**config.mk**
```make
export PLATFORM = sky130hd
export DESIGN_NAME = uart_irq_router
export DESIGN_NICKNAME = d
export VERILOG_FILES = /design/src/rtl/uart_irq_pkg.sv /design/src/rtl/uart_irq_status.sv /design/src/rtl/uart_irq_mask.sv /design/src/rtl/uart_irq_lines.sv /design/src/rtl/uart_irq_router.sv
export SDC_FILE = /design/constraint.sdc
export NUM_CORES = 1
export LEC_CHECK = 0
export BUFFER_PORTS_ARGS = -buffer_cell sky130_fd_sc_hd__buf_4
export CAP_MARGIN = 20
export CORE_MARGIN = 3
export CORE_UTILIZATION = 25
export DETAILED_ROUTE_END_ITERATION = 16
export HOLD_SLACK_MARGIN = 0.1
export SYNTH_ARGS = -nofsm -noshare
export SYNTH_HDL_FRONTEND = slang
export SYNTH_SLANG_ARGS = --single-unit
```
**constraint.sdc**
```tcl
create_clock -name clk -period 1.6 [get_ports clk]
set_input_delay 0.24 -clock clk [delete_from_list [all_inputs] [get_ports clk]]
set_output_delay 0.24 -clock clk [all_outputs]
set_load 0.02 [all_outputs]
```
**src/rtl/uart_irq_pkg.sv**
```systemverilog
package uart_irq_pkg;
    localparam int unsigned IRQ_W     = 11;
    localparam int unsigned LINE_CNT  = 6;

    localparam int unsigned BIT_RING  = 0;
    localparam int unsigned BIT_CTS   = 1;
    localparam int unsigned BIT_DCD   = 2;
    localparam int unsigned BIT_DSR   = 3;
    localparam int unsigned BIT_RX    = 4;
    localparam int unsigned BIT_TX    = 5;
    localparam int unsigned BIT_RTIM  = 6;
    localparam int unsigned BIT_FRAME = 7;
    localparam int unsigned BIT_PAR   = 8;
    localparam int unsigned BIT_BRK   = 9;
    localparam int unsigned BIT_OVR   = 10;

    typedef logic [IRQ_W-1:0] irq_vec_t;

    typedef enum logic [2:0] {
        LINE_ANY   = 3'd0,
        LINE_RX    = 3'd1,
        LINE_TX    = 3'd2,
        LINE_RTIM  = 3'd3,
        LINE_MODEM = 3'd4,
        LINE_ERR   = 3'd5
    } irq_line_e;

    typedef struct packed {
        logic     we;
        irq_vec_t data;
    } reg_wr_t;

    function automatic irq_vec_t line_group(input irq_line_e l);
        irq_vec_t g;
        g = '0;
        case (l)
            LINE_ANY:   g = '1;
            LINE_RX:    g[BIT_RX] = 1'b1;
            LINE_TX:    g[BIT_TX] = 1'b1;
            LINE_RTIM:  g[BIT_RTIM] = 1'b1;
            LINE_MODEM: g[BIT_DSR:BIT_RING] = '1;
            LINE_ERR:   g[BIT_OVR:BIT_FRAME] = '1;
            default:    g = '0;
        endcase
        return g;
    endfunction
endpackage

```
**src/rtl/uart_irq_status.sv**
```systemverilog
module uart_irq_status
    import uart_irq_pkg::*;
(
    input  logic     clk,
    input  logic     rst,
    input  irq_vec_t set_req,
    input  logic     tx_data_wr,
    input  reg_wr_t  clr_wr,
    output irq_vec_t status
);
    irq_vec_t set_all;
    irq_vec_t clr_vec;

    always_comb begin
        set_all = set_req;
        set_all[BIT_TX] = set_req[BIT_TX] | tx_data_wr;
        clr_vec = clr_wr.we ? clr_wr.data : '0;
    end

    always_ff @(posedge clk) begin
        if (rst) status <= '0;
        else     status <= (status & ~clr_vec) | set_all;
    end


    set_beats_clear_chk: assert property (@(posedge clk) disable iff (rst)
        ((set_all & clr_vec) != '0) |=> ((status & $past(set_all & clr_vec)) == $past(set_all & clr_vec)));

    clear_effect_chk: assert property (@(posedge clk) disable iff (rst)
        clr_wr.we |=> ((status & $past(clr_wr.data & ~set_all)) == '0));

    sticky_chk: assert property (@(posedge clk) disable iff (rst)
        !clr_wr.we |=> ((status & $past(status)) == $past(status)));
endmodule

```
**src/rtl/uart_irq_mask.sv**
```systemverilog
module uart_irq_mask
    import uart_irq_pkg::*;
(
    input  logic     clk,
    input  logic     rst,
    input  reg_wr_t  en_wr,
    output irq_vec_t enable
);
    always_ff @(posedge clk) begin
        if (rst)           enable <= '0;
        else if (en_wr.we) enable <= en_wr.data;
    end


    enable_hold_chk: assert property (@(posedge clk) disable iff (rst)
        !en_wr.we |=> $stable(enable));
endmodule

```
**src/rtl/uart_irq_lines.sv**
```systemverilog
module uart_irq_lines
    import uart_irq_pkg::*;
(
    input  logic                clk,
    input  logic                rst,
    input  irq_vec_t            masked,
    output logic [LINE_CNT-1:0] lines
);
    logic [LINE_CNT-1:0] next_lines;

    for (genvar i = 0; i < LINE_CNT; i++) begin : g_line
        localparam irq_vec_t GRP = line_group(irq_line_e'(i));
        assign next_lines[i] = |(masked & GRP);
    end

    always_ff @(posedge clk) begin
        if (rst) lines <= '0;
        else     lines <= next_lines;
    end


    any_covers_chk: assert property (@(posedge clk) disable iff (rst)
        (lines[LINE_ANY] == 1'b0) |-> (lines == '0));

    lines_lag_chk: assert property (@(posedge clk) disable iff (rst)
        ##1 (lines[LINE_ANY] == (|$past(masked))));
endmodule

```
**src/rtl/uart_irq_router.sv**
```systemverilog
module uart_irq_router
    import uart_irq_pkg::*;
(
    input  logic        clk,
    input  logic        rst,
    input  logic [10:0] set_req,
    input  logic        tx_data_wr,
    input  logic        clr_we,
    input  logic [10:0] clr_data,
    input  logic        en_we,
    input  logic [10:0] en_data,
    output logic [10:0] raw_status,
    output logic [10:0] masked_status,
    output logic [10:0] enable_mask,
    output logic        irq_any,
    output logic        irq_rx,
    output logic        irq_tx,
    output logic        irq_rtim,
    output logic        irq_modem,
    output logic        irq_err
);
    reg_wr_t             clr_wr;
    reg_wr_t             en_wr;
    irq_vec_t            st;
    irq_vec_t            en;
    irq_vec_t            msk;
    logic [LINE_CNT-1:0] lines;

    assign clr_wr = '{we: clr_we, data: clr_data};
    assign en_wr  = '{we: en_we, data: en_data};

    uart_irq_status u_status (
        .clk(clk), .rst(rst), .set_req(set_req), .tx_data_wr(tx_data_wr),
        .clr_wr(clr_wr), .status(st)
    );

    uart_irq_mask u_mask (
        .clk(clk), .rst(rst), .en_wr(en_wr), .enable(en)
    );

    assign msk = st & en;

    uart_irq_lines u_lines (
        .clk(clk), .rst(rst), .masked(msk), .lines(lines)
    );

    assign raw_status    = st;
    assign masked_status = msk;
    assign enable_mask   = en;
    assign irq_any   = lines[LINE_ANY];
    assign irq_rx    = lines[LINE_RX];
    assign irq_tx    = lines[LINE_TX];
    assign irq_rtim  = lines[LINE_RTIM];
    assign irq_modem = lines[LINE_MODEM];
    assign irq_err   = lines[LINE_ERR];


    tx_write_sets_chk: assert property (@(posedge clk) disable iff (rst)
        tx_data_wr |=> raw_status[BIT_TX]);

    err_group_chk: assert property (@(posedge clk) disable iff (rst)
        ##1 (irq_err == (|$past(masked_status[BIT_OVR:BIT_FRAME]))));

    reset_quiet_chk: assert property (@(posedge clk)
        rst |=> (raw_status == '0 && enable_mask == '0 && !irq_any));
endmodule

```
==> summary.md <==
| Metric | Value |
|---|---|
| Status | `completed` |
| Number of setup buffers added after CTS | `0` |
| Endpoint of the lowest-slack register-to-register path | `u_lines.lines[0]` |
| Vertical die dimension | `about 70 um` |
| First-pass GRT wire length | `4540 um` |
| Number of vias in the routed layout | `~1000` |
| Number of hold buffers added after cts | `0` |
| Share of synthesized area occupied by flip-flops and latches | `52.8%` |
| Count of instances resized after the clock tree is built | `0` |
| Register-to-register setup slack | `about 570 ps` |
| Number of detailed-routing iterations run before antenna repair | `3` |
| Tightest Hold Check Type | `input pin to flop` |
| CTS Root Buffer Type | `sky130_fd_sc_hd__clkbuf_8` |
| Critical Path Start Type | `flop` |
| Number of global-route vias before repair | `1000` |
| Buffers from clock root to sink, at most | `2` |
| Initial antenna violation count | `0` |
| Net Count, Synth | `149` |
| Number of setup violations in the final report | `0` |
| Worst skew pair latency | `roughly 270 ps` |
| Number of warnings reported in the yosys synthesis log | `0` |
| Count of pins on the block boundary | `between 70 and 80` |
| Share of final-layout standard cells stronger than drive strength 1 | `between 40% and 50%` |
| Worst hold stages | `3` |
| Achievable frequency | `0.796 GHz` |
| Clock buffer count from CTS | `3` |
| Clk pin slew, worst setup/hold paths | `100 ps` |
| Cell variety after synth | `14` |
| Critical R2R Launch | `u_status.status[3]` |
| Quantity of I/O buffers inserted on ports | `between 70 and 80` |
| Combined global-route utilization of all metal layers | `about 11%` |
| Max cap viols | `0` |
| Hold path startpoint | `set_req[6]` |
| Crit path required time | `1360 ps` |
| Initial Utilization | `between 20% and 30%` |
| Number of DRC markers after the initial detailed-route iteration | `18` |
| Area growth syn-to-layout | `61.7%` |
| Synthesized instance count | `roughly 110` |
| Row count | `23` |
| Final antenna diode count | `0` |
| DRC violations left | `0` |
| Maximum clock skew at final layout | `~4.6 ps` |
| Final Hold Fails | `0` |
| PD cells | `952 nW/um^2` |
| Cell-by-cell trace of the critical path | `and2_1 > buf_4` |
| Worst Setup Path Type | `flop to output port` |
| Cell family with most CP delay | `flip-flops` |
| Crit path DAT | `around 1000 ps` |
| Core ar. | `4060 sq um` |
| RSZ-0062 raised after global routing | `false` |
| Floorplan die width | `around 71 um` |
| Worst-path maximum fanout | `3` |
| Synth Register Bits | `28` |
| Minimum clock period | `about 1300 ps` |
| TritonCTS clock tree | `built` |
| Slew at the pin closest to its max-slew limit | `a little under 300 ps` |
| Standard cell area after detailed placement | `~1600 sq um` |
| Global route total overflow | `0` |
| Final standard cell area without fillers | `1720 sq um` |
| Clk sinks | `28` |
| Wire length per cell after detailed routing | `11.8 um` |
| Sum of buffers and inverters on the critical path | `1` |
| Vias per Instance | `4.17` |
| Count of cells along the worst register-to-register path | `3` |
| Peak supply drop | `around 300 uV` |
| H-tree level count | `1` |
| Routability congestion estimate from global placement | `between 0.6 and 0.7` |
| Number of nets in the layout | `approximately 220` |
| Master of the slowest instance on the critical path | `sky130_fd_sc_hd__dfxtp_1` |
| Total detailed-routing wirelength | `approximately 2800 um` |
| Final critical-path share of the clock period | `between 70% and 80%` |
| Floorplan die area | `slightly above 5000 sq um` |
| Setup TNS after final layout | `0 ps` |
| Final slew viol count | `0` |
| Leakage dissipation | `approximately 0.86 nW` |
| Mean area per synthesized cell | `around 9.6 sq um` |
| Hold path endpoint | `u_status.status[6]` |
| Slew headroom | `between 80% and 90%` |
| Filler cell count in the final layout | `between 400 and 500` |
| Critical Path End Type | `output port` |
| Final Power | `approximately 1.6 mW` |
| Pin count of the biggest net entering global routing | `29` |
| Mapped cell area | `about 1100 sq um` |
| Antenna-violating nets left | `0` |
| Worst stage delay on the critical path | `between 300 and 400 ps` |
[final cells by class]
class / count / area [sq um] / share of cell area (%)
sequential: 28 / 561 / 32.7
tap: 50 / 62.6 / 3.65
clock buffer: 3 / 41.3 / 2.41
timing repair buffer: 76 / 571 / 33.3
multi-input combinational: 75 / 450 / 26.3
clock inverter: 1 / 30.0 / 1.75
[registers in the layout, summed over array words and instances (netlist names)]
register,cells
u_status.status,11
u_lines.lines,6
u_mask.enable,11
[tightest hold or removal path, stage by stage]
cell                      delay (ps)
sky130_fd_sc_hd__buf_4            70
sky130_fd_sc_hd__a21oi_1          30
sky130_fd_sc_hd__nor2_1           60
[synthesized netlist by cell type]
cell,number,area share [%]
sky130_fd_sc_hd__dfxtp_1,28,53
sky130_fd_sc_hd__a31oi_1,1,0.59
sky130_fd_sc_hd__and2_4,4,3.3
sky130_fd_sc_hd__and2_1,7,4.1
sky130_fd_sc_hd__mux2i_1,11,10
sky130_fd_sc_hd__nand2_1,11,3.9
sky130_fd_sc_hd__nor3_1,1,0.47
sky130_fd_sc_hd__nor2_1,24,8.5
sky130_fd_sc_hd__buf_2,4,1.9
sky130_fd_sc_hd__a21oi_1,10,4.7
sky130_fd_sc_hd__nor4_4,2,4.0
sky130_fd_sc_hd__nor2b_1,3,1.8
sky130_fd_sc_hd__buf_4,4,2.8
sky130_fd_sc_hd__a211oi_1,1,0.71
[kinds of logic after synthesis]
logic type / after synthesis / synth area share [%]
simple gates: 52 / 26.1
buf+inv: 8 / 4.72
flops: 28 / 52.8
mux: 11 / 10.4
compound gates: 12 / 6.01
[where the power goes]
part           switching, mW  total [mW]  internal, mW  leakage (nW)
registers             0.0273       0.768         0.740         0.232
logic                  0.152       0.314         0.163         0.596
clock network          0.216       0.550         0.335        0.0357
[per-layer routing]
layer / track usage, % / vias up / wire length [um]
met5: 0 / - / 0
met4: 1.88 / 0 / 0
met3: 2.84 / 0 / 277
met2: 18.3 / 49 / 1230
met1: 15.1 / 421 / 1250
li1: - / 501 / -
[cell usage in the layout, fill, tap and decap left out, drive strengths merged]
cell type / count
buf: 76
dfxtp: 28
nor2: 24
mux2i: 11
nand2: 11
and2: 11
a21oi: 10
nor2b: 3
clkbuf: 3
nor4: 2
a211oi: 1
nor3: 1
a31oi: 1
bufinv: 1
[how the worst max path moves through the flow]
stage	start	endpoint	slack (ps)	cells after the start
floorplan	u_status.status[7]	u_lines.lines[0]	500	3
global placement	u_status.status[8]	u_lines.lines[0]	590	3
detailed placement	u_status.status[3]	u_lines.lines[0]	570	3
CTS	u_mask.enable[10]	masked_status[10]	320	2
global route	u_mask.enable[10]	masked_status[10]	280	2
finish	u_status.status[10]	masked_status[10]	340	2
[per-stage QoR]
step	instances	utilization [%]	setup slack [ps]	hold slack [ps]
6_report	233	42.3	344	165
2_1_floorplan	111	-	499	357
3_5_place_dp	229	40.5	567	451
4_1_cts	233	42.3	324	159
5_1_grt	233	42.3	281	162
3_3_place_gp	229	40.5	589	448
No activity file was read; power rests on OpenSTA's default activity.
